[src/rtl/reconf_pkg.sv]
`timescale 1ns/1ps
package reconf_pkg;
  localparam int DATA_W = 16;
  typedef enum logic [1:0] {
    PH_IDLE = 2'd0,
    PH_RD   = 2'd1,
    PH_WR   = 2'd2
  } phase_t;
endpackage

[src/rtl/reconf_watchdog.sv]
`timescale 1ns/1ps
module reconf_watchdog #(
  parameter int LIMIT = 256
) (
  input  logic clk,
  input  logic rst,
  input  logic clear,
  input  logic run,
  output logic expired
);
  localparam int CW = (LIMIT > 2) ? $clog2(LIMIT) : 1;
  localparam logic [CW-1:0] LAST = CW'(LIMIT - 1);

  logic [CW-1:0] cnt;

  always_ff @(posedge clk) begin
    if (rst || clear) cnt <= '0;
    else if (run && !expired) cnt <= cnt + 1'b1;
  end

  assign expired = (cnt == LAST);

  // the count only reaches its end by running
  assert_expiry_needs_run_R8: assert property (@(posedge clk) disable iff (rst)
    (expired && !$past(expired)) |-> $past(run));
endmodule

[src/rtl/reconf_merge.sv]
`timescale 1ns/1ps
module reconf_merge #(
  parameter int DW = 16
) (
  input  logic [DW-1:0] old_val,
  input  logic [DW-1:0] new_val,
  input  logic [DW-1:0] mask,
  output logic [DW-1:0] merged
);
  for (genvar i = 0; i < DW; i++) begin : g_bit
    assign merged[i] = mask[i] ? new_val[i] : old_val[i];
  end
endmodule

[src/rtl/reconf_seq.sv]
`timescale 1ns/1ps
module reconf_seq
  import reconf_pkg::*;
#(
  parameter int AW = 7,
  parameter int DW = 16
) (
  input  logic          clk,
  input  logic          rst,
  input  logic          req_valid,
  input  logic          req_write,
  input  logic          req_rmw,
  input  logic [AW-1:0] req_addr,
  input  logic [DW-1:0] req_wdata,
  input  logic [DW-1:0] req_mask,
  input  logic          prdy,
  input  logic [DW-1:0] prdata,
  input  logic [DW-1:0] merged,
  input  logic          expired,
  output logic          pe,
  output logic          pwe,
  output logic [AW-1:0] paddr,
  output logic [DW-1:0] pwdata,
  output logic          busy,
  output logic          done,
  output logic          timeout,
  output logic [DW-1:0] rdata,
  output logic [DW-1:0] new_q,
  output logic [DW-1:0] mask_q,
  output logic          wd_clear,
  output logic          wd_run
);
  phase_t phase;
  logic   rmw_pend;
  logic   plain_wr;

  assign plain_wr = req_write && !req_rmw;
  assign wd_clear = ((phase == PH_IDLE) && req_valid) ||
                    ((phase == PH_RD) && prdy && rmw_pend);
  assign wd_run   = (phase != PH_IDLE) && !prdy;

  always_ff @(posedge clk) begin
    if (rst) begin
      phase    <= PH_IDLE;
      pe       <= 1'b0;
      pwe      <= 1'b0;
      paddr    <= '0;
      pwdata   <= '0;
      busy     <= 1'b0;
      done     <= 1'b0;
      timeout  <= 1'b0;
      rdata    <= '0;
      rmw_pend <= 1'b0;
      new_q    <= '0;
      mask_q   <= '0;
    end else begin
      pe      <= 1'b0;
      done    <= 1'b0;
      timeout <= 1'b0;
      unique case (phase)
        PH_IDLE: begin
          if (req_valid) begin
            pe       <= 1'b1;
            pwe      <= plain_wr;
            paddr    <= req_addr;
            pwdata   <= req_wdata;
            busy     <= 1'b1;
            rmw_pend <= req_rmw;
            new_q    <= req_wdata;
            mask_q   <= req_mask;
            phase    <= plain_wr ? PH_WR : PH_RD;
          end
        end
        PH_RD: begin
          if (prdy) begin
            rdata <= prdata;
            if (rmw_pend) begin
              pe       <= 1'b1;
              pwe      <= 1'b1;
              pwdata   <= merged;
              rmw_pend <= 1'b0;
              phase    <= PH_WR;
            end else begin
              done  <= 1'b1;
              busy  <= 1'b0;
              phase <= PH_IDLE;
            end
          end else if (expired) begin
            done     <= 1'b1;
            timeout  <= 1'b1;
            busy     <= 1'b0;
            rmw_pend <= 1'b0;
            phase    <= PH_IDLE;
          end
        end
        PH_WR: begin
          if (prdy) begin
            done  <= 1'b1;
            busy  <= 1'b0;
            phase <= PH_IDLE;
          end else if (expired) begin
            done    <= 1'b1;
            timeout <= 1'b1;
            busy    <= 1'b0;
            phase   <= PH_IDLE;
          end
        end
        default: phase <= PH_IDLE;
      endcase
    end
  end

  assert_en_single_R2: assert property (@(posedge clk) disable iff (rst)
    pe |=> !pe);
  assert_no_en_while_waiting_R2: assert property (@(posedge clk) disable iff (rst)
    (busy && !pe && !prdy) |=> !pe);
  assert_accept_R2: assert property (@(posedge clk) disable iff (rst)
    (phase == PH_IDLE && req_valid) |=> (pe && busy));
  assert_done_pulse_R3: assert property (@(posedge clk) disable iff (rst)
    done |=> !done);
  assert_done_not_busy_R6: assert property (@(posedge clk) disable iff (rst)
    done |-> !busy);
  assert_timeout_with_done_R8: assert property (@(posedge clk) disable iff (rst)
    timeout |-> done);
endmodule

[src/rtl/reconf_port_master.sv]
`timescale 1ns/1ps
module reconf_port_master #(
  parameter int AW    = 7,
  parameter int DW    = reconf_pkg::DATA_W,
  parameter int ECW   = 8,
  parameter int LIMIT = 256
) (
  input  logic           clk,
  input  logic           rst,
  input  logic           req_valid,
  input  logic           req_write,
  input  logic           req_rmw,
  input  logic [AW-1:0]  req_addr,
  input  logic [DW-1:0]  req_wdata,
  input  logic [DW-1:0]  req_mask,
  output logic           busy,
  output logic           done,
  output logic           timeout,
  output logic [DW-1:0]  rdata,
  output logic [ECW-1:0] err_count,
  output logic           cfg_en,
  output logic           cfg_we,
  output logic [AW-1:0]  cfg_addr,
  output logic [DW-1:0]  cfg_wdata,
  input  logic [DW-1:0]  cfg_rdata,
  input  logic           cfg_ready
);
  logic [DW-1:0] merged, new_q, mask_q;
  logic          expired, wd_clear, wd_run;

  reconf_seq #(.AW(AW), .DW(DW)) u_seq (
    .clk(clk), .rst(rst),
    .req_valid(req_valid), .req_write(req_write), .req_rmw(req_rmw),
    .req_addr(req_addr), .req_wdata(req_wdata), .req_mask(req_mask),
    .prdy(cfg_ready), .prdata(cfg_rdata), .merged(merged), .expired(expired),
    .pe(cfg_en), .pwe(cfg_we), .paddr(cfg_addr), .pwdata(cfg_wdata),
    .busy(busy), .done(done), .timeout(timeout), .rdata(rdata),
    .new_q(new_q), .mask_q(mask_q), .wd_clear(wd_clear), .wd_run(wd_run)
  );

  reconf_merge #(.DW(DW)) u_merge (
    .old_val(cfg_rdata), .new_val(new_q), .mask(mask_q), .merged(merged)
  );

  reconf_watchdog #(.LIMIT(LIMIT)) u_wd (
    .clk(clk), .rst(rst), .clear(wd_clear), .run(wd_run), .expired(expired)
  );

  always_ff @(posedge clk) begin
    if (rst) err_count <= '0;
    else if (req_valid && busy && !(&err_count)) err_count <= err_count + 1'b1;
  end

  assert_err_quiet_R7: assert property (@(posedge clk) disable iff (rst)
    (!busy || !req_valid) |=> $stable(err_count));
  assert_err_saturate_R7: assert property (@(posedge clk) disable iff (rst)
    (&err_count) |=> (&err_count));
endmodule

[config.mk]
export PLATFORM = sky130hd
export DESIGN_NAME = reconf_port_master
export DESIGN_NICKNAME = d
export VERILOG_FILES = /design/src/rtl/reconf_pkg.sv /design/src/rtl/reconf_watchdog.sv /design/src/rtl/reconf_merge.sv /design/src/rtl/reconf_seq.sv /design/src/rtl/reconf_port_master.sv
export SDC_FILE = /design/constraint.sdc
export NUM_CORES = 1
export LEC_CHECK = 0
export BUFFER_PORTS_ARGS = -buffer_cell sky130_fd_sc_hd__buf_2
export CAP_MARGIN = 20
export CORE_ASPECT_RATIO = 1.1
export CORE_MARGIN = 1.5
export CORE_UTILIZATION = 45
export DETAILED_ROUTE_END_ITERATION = 8
export PLACE_DENSITY_LB_ADDON = 0.1
export RECOVER_POWER = 50
export SYNTH_ARGS = -nofsm -noshare
export SYNTH_HDL_FRONTEND = slang
export SYNTH_SLANG_ARGS = --single-unit
[constraint.sdc]
create_clock -name clk -period 3.95 [get_ports clk]
set_clock_uncertainty 0.1 [all_clocks]
set_input_delay 0.79 -clock clk [delete_from_list [all_inputs] [get_ports clk]]
set_output_delay 0.79 -clock clk [all_outputs]
set_load 0.05 [all_outputs]
======== Word level (Yosys, flattened, before mapping) ========
Cells that the tools add are included.
word-level totals
  output and inout bits ................... 52
  bits of input ports ..................... 61
  register bits after elaboration ......... 95
  logic and storage cells ................. 101
operators by class
  add/subtract/negate cells ............... 2
  reduce and logical (&&, ||, !) cells .... 26
  multiplexer cells ....................... 50
  equal/unequal tests ..................... 8
  bitwise gates (word level) .............. 1
operators with widths
  operator                                                number
  2-to-1 mux 16 bit                                       3
  2-to-1 mux 1 bit                                        34
  case mux 16 bit (2 select lines)                        1
  adder 8 x 1 -> 8 bit (second input constant)            2
  2-to-1 mux 2 bit                                        6
  equality test 8 bit (second input constant)             1
  logical AND 1 bit                                       8
  case mux 1 bit (2 select lines)                         4
  AND reduction 8 bit                                     1
  case mux 2 bit (3 select lines)                         1
  AND reduction 3 bit                                     2
  logical NOT 1 bit                                       4
  inequality test 2 bit (second input constant)           2
  AND reduction 2 bit                                     2
  AND reduction 4 bit                                     1
  nonzero test 2 bit                                      2
  inequality test 3 x 2 -> 1 bit (second input constant)  1
  inequality test 3 bit (second input constant)           1
  case mux 1 bit (3 select lines)                         1
  nonzero test 3 bit                                      1
  OR reduction 3 bit                                      1
  equality test 2 x 1 -> 1 bit (second input constant)    1
  equality test 2 bit (second input constant)             1
  logical NOT 2 bit                                       1
  4 further kinds                                         5

======== Longest topological paths before layout ========
Gate-level depths: netlist of run 1.
  word-level depth ........................ 5
  mapped depth ............................ 8
  depth with buffers taken out ............ 6

======== Hierarchy ========
From an unflattened synthesis of run 1, not the netlist that was laid out.
unflattened totals
  cells, all modules ...................... 476
  area, all modules ....................... 4,147.7 µm²
modules (own cells, without submodules)
  module              cells an instance  instances  seq. area each (µm²)  area an instance (µm²)
  reconf_seq          366                1          1,581.5               3,100.5
  reconf_watchdog     49                 1          160.2                 425.4
  reconf_port_master  45                 1          160.2                 381.6
  reconf_merge        16                 1          0.0                   240.2

======== Least setup slack after synthesis of run 1 ========
Ideal clock, no wire load.
  kind .................................... input-to-reg
  from .................................... in cfg_ready
  to ...................................... reg u_wd.cnt[5]
  cell stages on the path ................. 5
  slack ................................... 1,822 ps
  data arrival time ....................... 1,958 ps
  required time ........................... 3,780 ps
  setup time .............................. 70 ps
  path buffers ............................ 1
  path through ............................ buf_4 > or2_4 > a21o_1 > or4_1 > a21oi_1
between the ends
  longest elaborated chain between the ends .. 4
  elaborated cells between the ends (all ways) .. 7
  those cells by class .................... 7 x reduce/logical
RTL lines
  what                             line                      RTL
  start, declared                  reconf_port_master.sv:26  input logic cfg_ready
  logical AND 1 bit (2 in series)  reconf_seq.sv:39          ((phase == PH_RD) && prdy && rmw_pend);
  logical OR 1 bit                 reconf_seq.sv:38          assign wd_clear = ((phase == PH_IDLE) && req_valid) ||
  logical OR 1 bit                 reconf_watchdog.sv:17     if (rst || clear) cnt <= '0;
  end signal, assigned             reconf_watchdog.sv:18     else if (run && !expired) cnt <= cnt + 1'b1;
  end, declared                    reconf_watchdog.sv:14     logic [CW-1:0] cnt;
Several ways; a longest one is shown, not always the timed one.
A chain may end at the register's enable or synchronous reset.

======== Worst setup path in the final report of run 1 ========
  from .................................... in rst
  to ...................................... reg err_count[3]
RTL lines
  what                  line                      RTL
  start, declared       reconf_port_master.sv:9   input logic rst,
  end signal, assigned  reconf_port_master.sv:51  else if (req_valid && busy && !(&err_count)) err_count <= err_count + 1'b1;
  end, declared         reconf_port_master.sv:20  output logic [ECW-1:0] err_count,
No word-level cell between the ends.

==> flow_metrics.py, run 1 <==
metrics = {
    "run_status": {
        "status": "finished, violations left",
        "failed_checks": "max-capacitance violations, max-slew violations",
    },
    "yosys": {
        "ys_dominant_reg_cell": "dfxtp_1",
        "synth_seq_area_share_pct": 47.9,
        "avgSynthCellArea_um2": 8.05,
        "syn_inst": 493,
        "async_reset_ff_share_pct": 0,
        "synth_edf_count": 0,
        "ys_warn_count": 0,
        "synth_area_mm2": 0.00397,
        "synth_cell_type_count": 40,
        "syn_nets": 560,
        "ys_ff_latch": 95,
    },
    "cts": {
        "clk_path_buf_depth": 2,
        "post_cts_resized": 0,
        "clk_latency_ns": 0.35,
        "cts_setup_buffers": 0,
        "tritoncts": "done",
        "numCtsBuffers": 9,
        "post_cts_hold_buffer_count": 0,
        "clock-root-buffer": "clkbuf_8",
        "cts_max_level": 3,
        "clock_sinks": 95,
        "clk_transition_reported_paths_ns": 0.09,
    },
    "critical_path": {
        "reg2reg_slack_ns": 1.29,
        "crit_type": "input pin to flop",
        "cp-end-kind": "flop",
        "rr_startpoint": "u_seq.phase[1]",
        "critical_path.reg2reg.endpoint": "u_seq.pwdata[0]",
        "crit_start": "rst",
        "start_kind": "input pin",
        "critical_path_arrival_ns": 3.28,
        "reg2reg_depth": 6,
        "worst-path-max-fanout": 45,
        "crit_required_ns": 4.04,
    },
    "job": {
        "drv_cap": 1,
    },
    "sta": {
        "slew_viol_final": 46,
        "worst_pin_slew_ns": 2.03,
        "fin_setup_tns_ns": 0,
        "finalSetupViolations": 0,
        "fin_crit_ns": 3.19,
        "rsz0062_at_grt": "false",
        "fin_ws_ns": 0.761,
        "holdWs_ns": 0.358,
        "max-slew-margin-rel_pct": -35.6,
        "hold_viol_final": 0,
        "period_share_pct": 80.7,
        "max_freq_ghz": 0.314,
    },
    "drt": {
        "drt-total-wl_um": 9690,
        "route.vias.total": 3614,
        "avgRoutedWirePerCell_um": 13.8,
        "drt.antenna.violating_nets": 0,
        "first_pass_iters": 4,
        "drc_errors": 0,
        "routed_via_density": 5.16,
        "drt_iter0_drc": 160,
    },
    "hold_path": {
        "hold_depth": 2,
        "hold_start": "u_seq.new_q[15]",
        "worstHoldPathType": "flop to flop",
        "hold_path_end": "u_seq.new_q[15]",
    },
    "power": {
        "power_leakage_nw": 1.74,
        "power_frac_seq_pct": 50.0,
        "sw_frac_of_total_pct": 31.6,
        "p_clk_share_pct": 31.5,
        "power.density_mw_per_mm2": 449,
        "ir_drop_mv": 0.200,
        "pwr-share-comb_pct": 18.5,
        "intPower_w": 0.00144,
        "p_sw_w": 0.000664,
    },
    "layout": {
        "layout_common_cells": "155 x nand2_1, 95 x dfxtp_1, 84 x a21oi_1",
        "diodes": 0,
        "fin_util_pct": 55.3,
        "areaGrowthSynthToFinish_pct": 17.7,
        "fin_nets": 652,
        "mostFrequentLayoutCell": "nand2_1",
        "stdcell_count": 701,
        "final_layout_size_suffix_gt1_share_pct": 14.1,
    },
    "die": {
        "die_w_um": 92.6,
        "dieHeight_um": 102,
        "core_mm2": 0.00845,
        "dieArea_mm2": 0.00940,
        "num_rows": 35,
        "initial_core_util_pct": 47.0,
        "design.portCount": 113,
    },
    "global_routing": {
        "grt_overflow": 0,
        "antenna_found_initial": 0,
        "grt_pass1_vias": 3286,
        "grt_max_degree": 46,
        "grt_pass1_wl_um": 15300,
        "grt_usage_pct": 20.5,
    },
    "placement": {
        "place_inst": 685,
        "post-place-ws_ns": 1.29,
        "dp_hpwl_um": 6650,
        "io_buffer_count": 112,
        "gp_congestion": 0.814,
    },
}
-- critical path: stages --
cell and delay, ns:
clkbuf_1 1.42, clkbuf_2 0.91, nor3_1 0.13
-- cells in the mapped netlist, types with 5 or more instances --
library cell	instances	area [um^2]
mux2i_1	20	200
or4_1	5	37.5
nand3_1	6	30.0
clkbuf_1	24	90.1
nor2_1	13	48.8
inv_1	6	22.5
o211ai_1	18	135
ha_1	6	75.1
a21oi_1	84	420
dfxtp_1	95	1900
nor3_1	6	30.0
nand2_1	155	582
-- state kept, by name (all words and copies together), names as in the netlist --
name            cells
err_count           8
u_seq.busy          1
u_seq.done          1
u_seq.mask_q       16
u_seq.new_q        16
u_seq.paddr         7
u_seq.pe            1
u_seq.phase         2
u_seq.pwdata       16
u_seq.pwe           1
u_seq.rdata        16
u_seq.rmw_pend      1
u_seq.timeout       1
u_wd.cnt            8
-- stage by stage --
| step | cell area, um^2 | total power [W] |
|---|---|---|
| floorplan | 3970 | 0.00136 |
| global placement | 4540 | 0.00146 |
| detailed placement | 4540 | 0.00147 |
| CTS | 4740 | 0.00213 |
| global route | 4670 | 0.00220 |
| finish | 4670 | 0.00210 |
-- power groups by stage --
stage | clock network (W) | logic, W | registers, W
floorplan | 0 | 0.000180 | 0.00118
global placement | 0 | 0.000394 | 0.00107
detailed placement | 0 | 0.000400 | 0.00107
CTS | 0.000678 | 0.000401 | 0.00105
global route | 0.000713 | 0.000424 | 0.00106
finish | 0.000661 | 0.000389 | 0.00105
-- final cells by class --
| cell class | count | area [um^2] |
|---|---|---|
| Clock buffer | 10 | 138 |
| Clock inverter | 6 | 67.6 |
| Fill cell | 883 | 3780 |
| Inverter | 6 | 22.5 |
| Multi-Input combinational cell | 358 | 1890 |
| Sequential cell | 95 | 1900 |
| Tap cell | 111 | 139 |
| Timing Repair Buffer | 115 | 515 |
-- layer usage --
metal  GRT usage [%]  wire [um]  up-vias
met5               0          0        -
met3            4.58        388       10
li1                -          -     1864
met2            35.7       4750       64
met4            4.38         97        0
met1            25.9       4450     1676
-- worst max-delay path by stage --
stage | endpoint | slack (ns) | cells past startpoint
after floorplan | u_wd.cnt[5] | 1.82 | 5
after global placement | u_seq.pwdata[4] | 1.47 | 6
after detailed placement | u_seq.pwdata[0] | 1.29 | 6
after CTS | u_seq.pwdata[0] | 1.29 | 6
after global routing | err_count[3] | 0.58 | 3
final | err_count[3] | 0.76 | 3
-- cell families after synthesis --
group	after synthesis	synth area share, %
AND/OR/NAND/NOR	205	21.7
AO/OA/AOI/OAI	123	18.0
flip-flops	95	47.9
buffers and inverters	40	4.54
multiplexers	20	5.04
adder cells (fa/ha/maj)	6	1.89
XOR/XNOR	4	0.883
No activity file was read; power rests on OpenSTA's default activity.
==> run 2, diff against run 1 <==
==> constraint.sdc (replaced) <==
create_clock -name clk -period 3.1 [get_ports clk]
set_clock_uncertainty 0.1 [all_clocks]
set_input_delay 0.62 -clock clk [delete_from_list [all_inputs] [get_ports clk]]
set_output_delay 0.62 -clock clk [all_outputs]
set_load 0.05 [all_outputs]
==> run 2 against run 1 <==
Net effect:
- the flow now finishes without violations
- core utilization rose by 0.38 points
- highest routed layer unchanged
- largest cell class unchanged
- hold slack got worse by 0.0021 ns
- non-clock buffer count rose by 2
- sequential share of layout area fell by 0.28 points
==> flow_metrics.py, run 2 (synthesized netlist as in run 1, its figures left out) <==
metrics = {
    "sta": {
        "fin_setup_tns_ns": 0,
        "hold_viol_final": 0,
        "max_freq_ghz": 0.413,
        "period_share_pct": 78.1,
        "fin_crit_ns": 2.42,
        "rsz0062_at_grt": "false",
        "finalSetupViolations": 0,
        "slew_viol_final": 0,
        "max-slew-margin-rel_pct": 42.4,
        "worst_pin_slew_ns": 0.864,
    },
    "global_routing": {
        "grt_max_degree": 42,
        "antenna_found_initial": 0,
        "grt_overflow": 0,
        "grt_pass1_vias": 3201,
        "grt_pass1_wl_um": 15200,
        "grt_usage_pct": 20.3,
    },
    "cts": {
        "clock_sinks": 95,
        "clk_latency_ns": 0.36,
        "clk_path_buf_depth": 2,
        "cts_max_level": 3,
        "post_cts_hold_buffer_count": 0,
        "post_cts_resized": 0,
        "numCtsBuffers": 9,
        "clk_transition_reported_paths_ns": 0.10,
        "cts_setup_buffers": 0,
        "clock-root-buffer": "clkbuf_8",
        "tritoncts": "done",
    },
    "layout": {
        "layout_common_cells": "155 x nand2_1, 95 x dfxtp_1, 84 x a21oi_1",
        "fin_nets": 654,
        "diodes": 0,
        "fillers": 849,
        "fin_util_pct": 55.7,
        "areaGrowthSynthToFinish_pct": 18.6,
        "multi_input_area_mm2": 0.00189,
        "regArea_mm2": 0.00190,
        "final_layout_size_suffix_gt1_share_pct": 14.2,
        "mostFrequentLayoutCell": "nand2_1",
    },
    "drt": {
        "drc_errors": 0,
        "drt_iter0_drc": 166,
        "avgRoutedWirePerCell_um": 13.8,
        "drt-total-wl_um": 9730,
        "routed_via_density": 5.15,
        "first_pass_iters": 4,
        "route.vias.total": 3623,
        "drt.antenna.violating_nets": 0,
    },
    "die": {
        "design.portCount": 113,
        "initial_core_util_pct": 47.0,
        "dieHeight_um": 102,
        "die_w_um": 92.6,
        "core_mm2": 0.00845,
        "num_rows": 35,
        "dieArea_mm2": 0.00940,
    },
    "critical_path": {
        "critical_path.reg2reg.endpoint": "u_seq.rdata[13]",
        "reg2reg_depth": 6,
        "worst-path-max-fanout": 28,
        "critical_path_arrival_ns": 2.61,
        "start_kind": "flop",
        "crit_type": "flop to flop",
        "reg2reg_slack_ns": 0.68,
        "crit_required_ns": 3.29,
        "rr_startpoint": "u_seq.phase[1]",
        "cp-end-kind": "flop",
    },
    "placement": {
        "io_buffer_count": 112,
        "dp_hpwl_um": 6660,
        "gp_congestion": 0.788,
    },
    "job": {
        "drv_cap": 0,
    },
    "power": {
        "power_leakage_nw": 1.76,
        "ir_drop_mv": 0.319,
        "power.density_mw_per_mm2": 575,
    },
    "run_status": {
        "status": "completed",
    },
    "hold_path": {
        "hold_depth": 2,
        "hold_start": "u_seq.pwdata[11]",
        "hold_path_end": "u_seq.pwdata[11]",
        "worstHoldPathType": "flop to flop",
    },
}
-- run 2: layer usage --
| layer | vias up | share of wire [%] | track usage, % |
|---|---|---|---|
| met3 | 10 | 4.1 | 3.08 |
| met4 | 0 | 1.2 | 6.39 |
| met1 | 1672 | 47 | 26.3 |
| met5 | - | 0 | 0 |
| li1 | 1867 | - | - |
| met2 | 74 | 48 | 35.0 |
-- run 2: where the power goes --
| group | internal [W] | switching, W |
|---|---|---|
| Combinational | 0.000142 | 0.000359 |
| Sequential | 0.00129 | 0.0000439 |
| Clock | 0.000392 | 0.000474 |
| Total | 0.00183 | 0.000877 |
-- run 2: metrics by stage --
step	hold WS [ns]	cells	cell area [um^2]	total power [W]	setup WS [ns]
3_5_place_dp	0.344	687	4560	0.00188	0.848
4_1_cts	0.357	703	4770	0.00274	0.839
6_report	0.356	703	4710	0.00271	0.680
5_1_grt	0.372	703	4710	0.00283	0.415
3_3_place_gp	0.339	687	4560	0.00187	0.963
2_1_floorplan	0.336	493	3970	0.00173	1.14
-- run 2: worst max-delay path: stages, from the launching register on --
cell and delay (ns):
dfxtp_1 0.34, inv_1 0.09, ha_1 0.53, buf_4 0.39, and2_1 0.63, nand2_1 0.12, a21oi_1 0.15
-- run 2: worst max-delay path by stage --
stage                         startpoint               to  slack, ns  cells after the start
after floorplan             err_count[0]     err_count[1]       1.14                      5
after global placement    u_seq.phase[1]   u_seq.rdata[0]       0.96                      6
after detailed placement  u_seq.phase[1]  u_seq.rdata[13]       0.85                      6
after CTS                 u_seq.phase[1]  u_seq.rdata[13]       0.84                      6
after global routing      u_seq.phase[1]  u_seq.rdata[12]       0.41                      6
final                     u_seq.phase[1]  u_seq.rdata[13]       0.68                      6
-- run 2: final cells by class --
type                       count  area share (%)
clock buffer                   9            2.63
clock inverter                 7            1.83
inverter                       6           0.478
multi-input combinational    358            40.1
sequential                    95            40.4
tap                          111            2.95
timing repair buffer         117            11.6
==> run 3, diff against run 2 <==
==> constraint.sdc (replaced) <==
create_clock -name clk -period 2.4 [get_ports clk]
set_clock_uncertainty 0.1 [all_clocks]
set_input_delay 0.48 -clock clk [delete_from_list [all_inputs] [get_ports clk]]
set_output_delay 0.48 -clock clk [all_outputs]
set_load 0.05 [all_outputs]
==> run 3 against run 2 <==
Net effect:
- fmax rose by 16%
- routed wire length rose by 2.3%
- worst setup slack got worse by 0.37 ns
- power rose by 30%
- largest cell class unchanged
- count of clock-buffer cells in the layout rose by 1
- critical path type unchanged
- cell count rose by 0.57%
- register-to-register slack got worse by 0.37 ns
- die area did not move
- design area rose by 1.1%
- combinational power rose by 33%
- sequential cell count did not move
- critical path depth did not move
==> flow_metrics.py, run 3 (synthesized netlist as in run 1, its figures left out) <==
metrics = {
    "die": {
        "num_rows": 35,
        "core_mm2": 0.00845,
        "die_w_um": 92.6,
        "initial_core_util_pct": 47.0,
        "dieArea_mm2": 0.00940,
        "design.portCount": 113,
        "dieHeight_um": 102,
    },
    "critical_path": {
        "critical-path-max-stage-delay_ns": 0.48,
        "critical_path_arrival_ns": 2.28,
        "crit_slowest_cell": "or4_1",
        "crit_type": "flop to flop",
        "crit_required_ns": 2.59,
        "start_kind": "flop",
        "worst-path-max-fanout": 8,
        "cp-end-kind": "flop",
        "path_cells": "inv_1 -> ha_1 -> or2_4 -> a21o_1 -> or4_1 -> a21oi_1",
    },
    "placement": {
        "io_buffer_count": 112,
        "dp_hpwl_um": 6870,
        "gp_congestion": 0.816,
        "place_area_mm2": 0.00461,
        "place_inst": 691,
    },
    "cts": {
        "clk_path_buf_depth": 2,
        "clk_transition_reported_paths_ns": 0.10,
        "clock_sinks": 95,
        "tritoncts": "done",
        "clk_latency_ns": 0.35,
        "cts_max_level": 3,
        "numCtsBuffers": 9,
        "cts_setup_buffers": 0,
        "clock-root-buffer": "clkbuf_8",
    },
    "drt": {
        "avgRoutedWirePerCell_um": 14.1,
        "drc_errors": 0,
        "drt_iter0_drc": 169,
        "first_pass_iters": 4,
        "route.vias.total": 3647,
        "drt.antenna.violating_nets": 0,
        "drt-total-wl_um": 9950,
        "routed_via_density": 5.16,
    },
    "global_routing": {
        "grt_usage_pct": 21.4,
        "antenna_found_initial": 0,
        "grt_pass1_wl_um": 16100,
        "grt_pass1_vias": 3448,
        "grt_max_degree": 45,
        "grt_overflow": 0,
    },
    "sta": {
        "max-slew-margin-rel_pct": 57.3,
        "worst_pin_slew_ns": 0.643,
        "rsz0062_at_grt": "false",
        "fin_crit_ns": 2.09,
        "period_share_pct": 87.1,
        "max_freq_ghz": 0.478,
        "finalSetupViolations": 0,
        "fin_setup_tns_ns": 0,
        "slew_viol_final": 0,
        "hold_viol_final": 0,
    },
    "layout": {
        "areaGrowthSynthToFinish_pct": 19.9,
        "fin_util_pct": 56.3,
        "layout_common_cells": "155 x nand2_1, 95 x dfxtp_1, 84 x a21oi_1",
        "final_layout_size_suffix_gt1_share_pct": 15.1,
        "design_area_mm2": 0.00476,
        "stdcell_count": 707,
        "fin_nets": 658,
        "diodes": 0,
        "mostFrequentLayoutCell": "nand2_1",
    },
    "job": {
        "drv_cap": 0,
    },
    "run_status": {
        "status": "completed",
    },
    "power": {
        "power_leakage_nw": 1.79,
        "power.density_mw_per_mm2": 740,
        "ir_drop_mv": 0.354,
    },
    "hold_path": {
        "worstHoldPathType": "input pin to flop",
    },
}
run 3: cell types whose count changed in the layout (fill, tap and decap cells not counted), sizes merged:
| cell | before | now |
|---|---|---|
| buf | 65 | 70 |
| clkinv | 1 | 0 |
run 3: through the flow:
step	total power [W]	worst slack (ns)	hold slack (ns)
after floorplan	0.00224	0.436	0.336
after detailed placement	0.00245	0.173	0.344
final	0.00352	0.310	0.247
after global placement	0.00243	0.291	0.338
after global routing	0.00368	0.112	0.249
after CTS	0.00357	0.145	0.231
run 3: layer usage:
| metal | track usage (%) | wire, um |
|---|---|---|
| met1 | 27.1 | 4410 |
| met2 | 37.3 | 4910 |
| met3 | 3.15 | 506 |
| met4 | 7.10 | 113 |
| met5 | 0 | 0 |
run 3: repair_timing:
item,CTS,global route
setup endpoints to repair,0,9
hold buffers,0,0
gates resized for setup,0,1
run 3: worst paths after layout:
kind | from | to | slack [ns] | cells after the start
max | u_seq.phase[0] | u_wd.cnt[7] | 0.31 | 6
min | req_mask[2] | u_seq.mask_q[2] | 0.25 | 3
max reg2reg | u_seq.phase[0] | u_wd.cnt[7] | 0.31 | 6
min reg2reg | u_seq.rdata[14] | u_seq.rdata[14] | 0.36 | 2
run 3: cell type report:
cell class              count  area (um^2)
fillers                   854         3690
inverters                   6         22.5
flip-flops and latches     95         1900
clock buffers              10          138
repair buffers            121          588
multi-input cells         358         1900
clock inverters             6         75.1
well taps                 111          139
run 3: critical path, delay by kind of cell (launching register included):
kind / cells / cell delay, ns
flops: 1 / 0.39
simple gates: 2 / 0.78
fa+ha+maj: 1 / 0.30
compound gates: 2 / 0.37
buf+inv: 1 / 0.08
run 3: where the power goes:
part / leakage, nW / switching (W) / internal, W / total (W)
registers: 0.776 / 0.0000564 / 0.00167 / 0.00173
logic: 0.910 / 0.000470 / 0.000196 / 0.000667
clock network: 0.106 / 0.000598 / 0.000529 / 0.00113
total: 1.79 / 0.00112 / 0.00240 / 0.00352
